**config.mk**
```make
export PLATFORM = sky130hd
export DESIGN_NAME = bytemem_top
export DESIGN_NICKNAME = d
export VERILOG_FILES = /design/src/rtl/bytemem_pkg.sv /design/src/rtl/bytemem_ctrl.sv /design/src/rtl/bytemem_dp.sv /design/src/rtl/bytemem_top.sv
export SDC_FILE = /design/constraint.sdc
export NUM_CORES = 2
export LEC_CHECK = 0
export BUFFER_PORTS_ARGS = -buffer_cell sky130_fd_sc_hd__buf_2
export CAP_MARGIN = 40
export CORE_MARGIN = 1.5
export CORE_UTILIZATION = 37
export CTS_CLUSTER_DIAMETER = 80
export DETAILED_ROUTE_END_ITERATION = 16
export PLACE_DENSITY = 0.55
export SKIP_LAST_GASP = 1
export SYNTH_ARGS = -nofsm -noshare
export SYNTH_HDL_FRONTEND = slang
export SYNTH_SLANG_ARGS = --single-unit
export TNS_END_PERCENT = 100
```
**constraint.sdc**
```tcl
create_clock -name clk -period 5.5 [get_ports clk]
set_input_delay 0.55 -clock clk [delete_from_list [all_inputs] [get_ports clk]]
set_output_delay 0.55 -clock clk [all_outputs]
set_load 0.01 [all_outputs]
```
**src/rtl/bytemem_pkg.sv**
```systemverilog
package bytemem_pkg;
  parameter int unsigned BM_LANES = 4;
  localparam int unsigned BM_LANE_BITS = $clog2(BM_LANES);

  typedef struct packed {
    logic                wrStrobe;
    logic [BM_LANES-1:0] laneHit;
  } memCtrl_t;
endpackage

```
**src/rtl/bytemem_ctrl.sv**
```systemverilog
module bytemem_ctrl
  import bytemem_pkg::*;
(
  input  logic                    wrEn,
  input  logic [BM_LANE_BITS-1:0] laneIdx,
  output memCtrl_t                ctrlBus
);
  logic [BM_LANES-1:0] laneDec;

  for (genvar i = 0; i < BM_LANES; i++) begin : g_dec
    assign laneDec[i] = wrEn && (laneIdx == BM_LANE_BITS'(i));
  end

  always_comb begin
    ctrlBus.wrStrobe = wrEn;
    ctrlBus.laneHit  = laneDec;
  end
endmodule

```
**src/rtl/bytemem_dp.sv**
```systemverilog
module bytemem_dp
  import bytemem_pkg::*;
#(
  parameter int unsigned WORD_BITS = 6,
  parameter int unsigned BYTE_W    = 8
) (
  input  logic                    clk,
  input  logic                    rst_n,
  input  logic [WORD_BITS-1:0]    wordIdx,
  input  logic [BM_LANE_BITS-1:0] laneIdx,
  input  logic [BYTE_W-1:0]       wrData,
  input  memCtrl_t                ctrlBus,
  output logic [BYTE_W-1:0]       rdData
);
  localparam int unsigned DEPTH  = 2 ** WORD_BITS;
  localparam int unsigned WORD_W = BYTE_W * BM_LANES;

  logic [WORD_W-1:0] store [DEPTH];
  logic [WORD_W-1:0] curWord;
  logic [WORD_W-1:0] mergedWord;
  logic [BYTE_W-1:0] laneView [BM_LANES];

  assign curWord = store[wordIdx];

  for (genvar i = 0; i < BM_LANES; i++) begin : g_lane
    assign laneView[i] = curWord[i*BYTE_W +: BYTE_W];
    assign mergedWord[i*BYTE_W +: BYTE_W] =
      ctrlBus.laneHit[i] ? wrData : laneView[i];
  end

  assign rdData = laneView[laneIdx];

  always_ff @(posedge clk) begin
    if (!rst_n) begin
      for (int w = 0; w < DEPTH; w++) store[w] <= '0;
    end else if (ctrlBus.wrStrobe) begin
      store[wordIdx] <= mergedWord;
    end
  end
endmodule

```
**src/rtl/bytemem_top.sv**
```systemverilog
module bytemem_top
  import bytemem_pkg::*;
#(
  parameter int unsigned ADDR_W = 8,
  parameter int unsigned BYTE_W = 8
) (
  input  logic              clk,
  input  logic              rst_n,
  input  logic [ADDR_W-1:0] addr,
  input  logic [BYTE_W-1:0] wrData,
  input  logic              wrEn,
  output logic [BYTE_W-1:0] rdData
);
  localparam int unsigned WORD_BITS = ADDR_W - BM_LANE_BITS;

  memCtrl_t ctrlBus;

  bytemem_ctrl ctrl_i (
    .wrEn    (wrEn),
    .laneIdx (addr[BM_LANE_BITS-1:0]),
    .ctrlBus (ctrlBus)
  );

  bytemem_dp #(.WORD_BITS(WORD_BITS), .BYTE_W(BYTE_W)) dp_i (
    .clk     (clk),
    .rst_n   (rst_n),
    .wordIdx (addr[ADDR_W-1:BM_LANE_BITS]),
    .laneIdx (addr[BM_LANE_BITS-1:0]),
    .wrData  (wrData),
    .ctrlBus (ctrlBus),
    .rdData  (rdData)
  );
endmodule

```
# After elaboration in Yosys (flattened, before gate mapping)
# Memory sizes are Yosys's and may differ from the RTL's.
# Index checks and enable logic that the tools add are counted.
dict set report totals {
  ff_bits 0
  latch_bits 0
  mem_bits_rw 2048
  romBits 0
  input_bits 19
  out_inout_bits 8
  wordCells 26
  n_memories 1
}
dict set report op_classes {
  add_sub_neg 0
  n_mul 0
  div_mod_pow 0
  magnitude_cmp 1
  n_eq_ne 3
  shift 0
  n_mux 14
  bitwise 1
  reduce_logical 6
}
# memory words width rd rd_ports_with_merged_regs write_ports line
set mem_list {}
lappend mem_list {dp_i.store 64 32 1 0 64 bytemem_dp.sv:18} ;# logic [WORD_W-1:0] store [DEPTH];
# op count
set ops {}
lappend ops {{two-way mux 8 bit} 6}
lappend ops {{two-way mux 32 bit} 1}
lappend ops {{OR reduction 32 bit} 1}
lappend ops {{binary-select mux 8 bit (select 2 bit)} 1}
lappend ops {{two-way mux 6 bit} 1}
lappend ops {{two-way mux 1 bit} 5}
lappend ops {{== test 2 bit, second input constant} 2}
lappend ops {{logical AND 1 bit} 4}
lappend ops {{>= comparator 3 bit, second input constant} 1}
lappend ops {{NOT 2 -> 3 bit} 1}
lappend ops {{== test 2 x 1 -> 1 bit, second input constant} 1}
lappend ops {{logical NOT 2 bit} 1}

# Logic depth before layout (Yosys ltp)
dict set report depth {
  ltp_word 5
  ltp_mapped 17
  ltp_nobuf 7
}

# By module
# From an unflattened synthesis, not the netlist that was laid out.
dict set report unflattened {
  hier_cells 6907
  area_unflattened_um2 90287.8
}
# module n_inst cells_each area_per_inst_um2 seq_area_each_um2
set modules_own_cells {}
lappend modules_own_cells {bytemem_dp 1 6902 90242.8 61499.0}
lappend modules_own_cells {bytemem_ctrl 1 5 45.0 0.0}

# Worst setup path before layout
# Ideal clock, no wire load.
dict set report synth_timing {
  path_type {input -> register}
  from {input port addr[4]}
  to {memory dp_i.store[35][0] (netlist name) (enable)}
  setup_ns 0.389
  arrival_time_ns 3.616
  t_required_ns 5.111
  slack_ns 1.494
  stages 13
  n_path_buf 10
  cell_sequence {buf_4 -> buf_6 -> buf_6 -> buf_4 -> buf_4 -> buf_6 -> buf_4 -> buf_2 -> buf_2 -> nor3_1 -> nand2_1 -> clkbuf_1 -> nand2_1}
}
# item line
set synth_rtl {}
lappend synth_rtl {{start: declaration} bytemem_top.sv:9} ;# input logic [ADDR_W-1:0] addr,
lappend synth_rtl {{end: declaration} bytemem_dp.sv:18}

# Final worst setup path
dict set report layout_timing {
  from {input port addr[4]}
  to {output port rdData[0]}
}
dict set report layout_between {
  elab_chain_cells 4
}
# item line
set layout_rtl {}
lappend layout_rtl {{memory read (64 x 32 bit)} -}
lappend layout_rtl {{binary-select mux 8 bit (select 2 bit)} bytemem_dp.sv:31} ;# assign rdData = laneView[laneIdx];
lappend layout_rtl {{two-way mux 8 bit (implied by the code) (2 in a row)} bytemem_dp.sv:31}
lappend layout_rtl {{end: declaration} bytemem_top.sv:12} ;# output logic [BYTE_W-1:0] rdData
# Every way passes these cells. The select of a mux whose other input is x is not followed.

==> summary.md <==
| Metric | Value |
|---|---|
| Crit. Startpoint | `addr[4]` |
| Outcome | `complete, but fails checks` |
| Max clock buf depth | `3` |
| Skew-Pair Late Insertion Delay | `approximately 0.90 ns` |
| Gate power share | `0.129` |
| Routed wire length | `slightly above 400 mm` |
| First-pass GRT wire length | `roughly 540 mm` |
| Final period util | `1.017` |
| Total power | `36.60 mW` |
| CP endpoint kind | `output port` |
| Clock transition at path regs | `~0.06 ns` |
| Switching share of total power | `0.2786` |
| RePlAce Congestion | `slightly above 1` |
| Fraction of layout cells with a size suffix above 1 | `0.1662` |
| Yosys cell types | `84` |
| Max VDD drop | `approximately 0.28 mV` |
| Max Cap Viol | `0` |
| RR Startpoint | `dp_i.store[9][16]` |
| Count of hold buffers inserted by post-cts repair | `0` |
| Reg power frac | `0.487` |
| Hold Crit Class | `input port to flip-flop` |
| Top post-synthesis cells by area | `edfxtp_1 (68%), nor2_1 (8.6%), a221oi_1 (2.5%)` |
| Core area | `0.2412 sq mm` |
| Routed wire length per instance | `just under 40 um` |
| Dominant synthesized flop cell | `edfxtp_1` |
| Synth top area share | `0.6831` |
| Die H | `496.3 um` |
| Fin. Hold Viols | `0` |
| Startpoint types | `input port` |
| Mapped Area | `0.09004 sq mm` |
| Hold EP | `dp_i.store[62][16]` |
| Width of the die | `around 500 um` |
| Slew HR | `0.2275` |
| Max Clock Skew | `approximately 0.051 ns` |
| DP Wirelength | `~260 mm` |
| Sequential area share after synthesis | `0.6831` |
| Synth async-reset ratio | `0` |
| Number of global-route vias before repair | `about 62000` |
| Final worst hold slack | `0.4741 ns` |
| Syn Area/Cell | `around 13 sq um` |
| Reg2reg end | `dp_i.store[0][16]` |
| Post-CTS Resized | `0` |
| F_max | `roughly 0.18 GHz` |
| Worst Reg-to-Reg Cells | `11` |
| Post-synth EDFFs | `between 2000 and 2500` |
| Initial antenna violation count | `27` |
| Initial Util | `0.3733` |
| RSZ-0062 raised after global routing | `false` |
| CTS tree | `done` |
| Most common cell after layout, fill and taps aside | `nor2_1` |
| Internal power | `about 26 mW` |
| Tmin final | `around 5.6 ns` |
| Grt total ovfl | `0` |
| Final max-slew violation count | `0` |
| CP max FO | `47` |
| Antenna viol nets, final | `0` |
| Clock sinks | `roughly 2000` |
| Net Switching | `10.20 mW` |
| CP Class | `input port to output port` |
| CTS Buf Count | `between 200 and 250` |
| Dominant cell type by area after synthesis | `edfxtp_1` |
| Vias/cell | `6.339` |
| Violated checks | `setup timing` |
| Req. time, crit path | `4.95 ns` |
| HP Start | `wrData[0]` |
| Flop-to-flop setup slack | `around 1.6 ns` |
| Syn_nets | `around 7100` |
| DRT Pass-1 Iters | `8` |
| Dpl ws | `approximately 0.086 ns` |
| I/O pin total | `27` |
| Number of synthesized register bits | `2048` |
| Least-Margin Pin Slew | `1.159 ns` |
| Top flop regs | `dp_i.store x2048` |
| Root Driver | `clkbuf_16` |
| 1st-iter DRT viols | `11750` |
| DRC | `0` |
| Pleak | `36.02 nW` |
| Largest net degree at the start of global routing | `between 60 and 70` |
| Max reg flops | `about 2000` |
| Synthesis Warnings | `0` |
| Rows | `180` |
| Final worst slack | `-0.09106 ns` |
| Final setup vio count | `2` |
| Fillers | `22064` |
| Critical Path AT | `a little over 5 ns` |
| Total GRT Usage | `0.3237` |
| Nets | `about 7200` |
| Vias | `around 67000` |
| Final Core Density | `0.4300` |
| PortBufs | `26` |
| H-tree levels | `4` |
| Register bank with the most flops | `dp_i.store` |
| Most frequent cells in the layout | `nor2_1 (2065), edfxtp_1 (2048), buf_4 (469)` |
| Die area | `around 0.25 sq mm` |
| Cell depth of the worst hold path | `4` |
| Power Density | `between 300 and 400 mW/mm^2` |
| Clk pwr share | `0.384` |
| Area grow syn2layout | `15.20%` |
| Post-CTS Setup Bufs | `0` |
| Mapped Cells | `just over 7000` |
[power groups by stage]
stage	Clock (mW)	Sequential (mW)	Combinational (mW)
2_1_floorplan	0	18.1	2.05
3_3_place_gp	0	18.1	4.45
3_5_place_dp	0	18.2	4.52
4_1_cts	14.1	17.8	4.53
5_1_grt	14.7	17.9	4.65
6_report	14.1	17.8	4.71
[final cells by class]
class | instances | area (sq um) | area share
flip-flops and latches | 2048 | 61500 | 0.5929
clock inverters | 127 | 922.1 | 0.008890
inverters | 8 | 40.04 | 0.0003860
well taps | 3185 | 3985 | 0.03842
multi-input cells | 4235 | 25140 | 0.2423
clock buffers | 271 | 5697 | 0.05492
repair buffers | 638 | 6410 | 0.06180
diodes | 14 | 35.03 | 0.0003378
[cell usage after synthesis, types with 60 or more instances]
cell      number
buf_2        244
a21oi_1       94
o21ai_0       65
clkbuf_1     353
o22ai_1      122
nand2_1      243
mux2i_1      180
edfxtp_1    2048
a22oi_1      289
buf_1         60
nor2_1      2070
nor3_1       112
mux2_2        65
a221oi_1     252
mux4_2        74
[worst max-delay path by stage]
stage	end	depth (start not counted)
detailed placement	rdData[0]	13
finish	rdData[0]	13
global placement	rdData[0]	11
CTS	rdData[0]	13
global route	rdData[4]	13
floorplan	dp_i.store[35][0]	13
[through the flow]
stage | TNS [ns] | area, sq um | std cells
finish | -0.1200 | 103700 | 10526
CTS | 0 | 103600 | 10504
global placement | -14.95 | 96450 | 10068
floorplan | 0 | 90040 | 7052
global route | 0 | 103700 | 10516
detailed placement | 0 | 97020 | 10106
[cell families (layout without fill, tap and decap cells)]
family / count (synthesis) / in the layout / synth area share
and+or+nand+nor: 2768 / 2768 / 0.1292
DFF: 2048 / 2048 / 0.6831
AOI/OAI and AO/OA: 1134 / 1134 / 0.09572
buffers and inverters: 769 / 1044 / 0.04205
muxes: 333 / 333 / 0.04999
other: 0 / 14 / 0
[worst max-delay path: stages]
cell and delay (ns):
buf_8 0.44, inv_6 0.39, buf_4 0.36, a221oi_1 0.27, o22ai_1 0.22, buf_4 0.24, a221oi_1 0.34, buf_2 0.29
nand4_1 0.55, o221ai_1 0.46, o211ai_1 0.37, buf_12 0.24, buf_2 0.13
[per-layer routing]
layer / global-route usage / wire, um / share of wire / vias up
met2: 0.4707 / 173700 / 0.43 / 5007
met5: 0 / 108 / 0.00027 / -
li1: - / - / - / 26403
met3: 0.09745 / 53970 / 0.13 / 955
met1: 0.4256 / 149900 / 0.37 / 34343
met4: 0.1946 / 28280 / 0.070 / 12
Note: power is estimated with default switching activity, not from simulation.
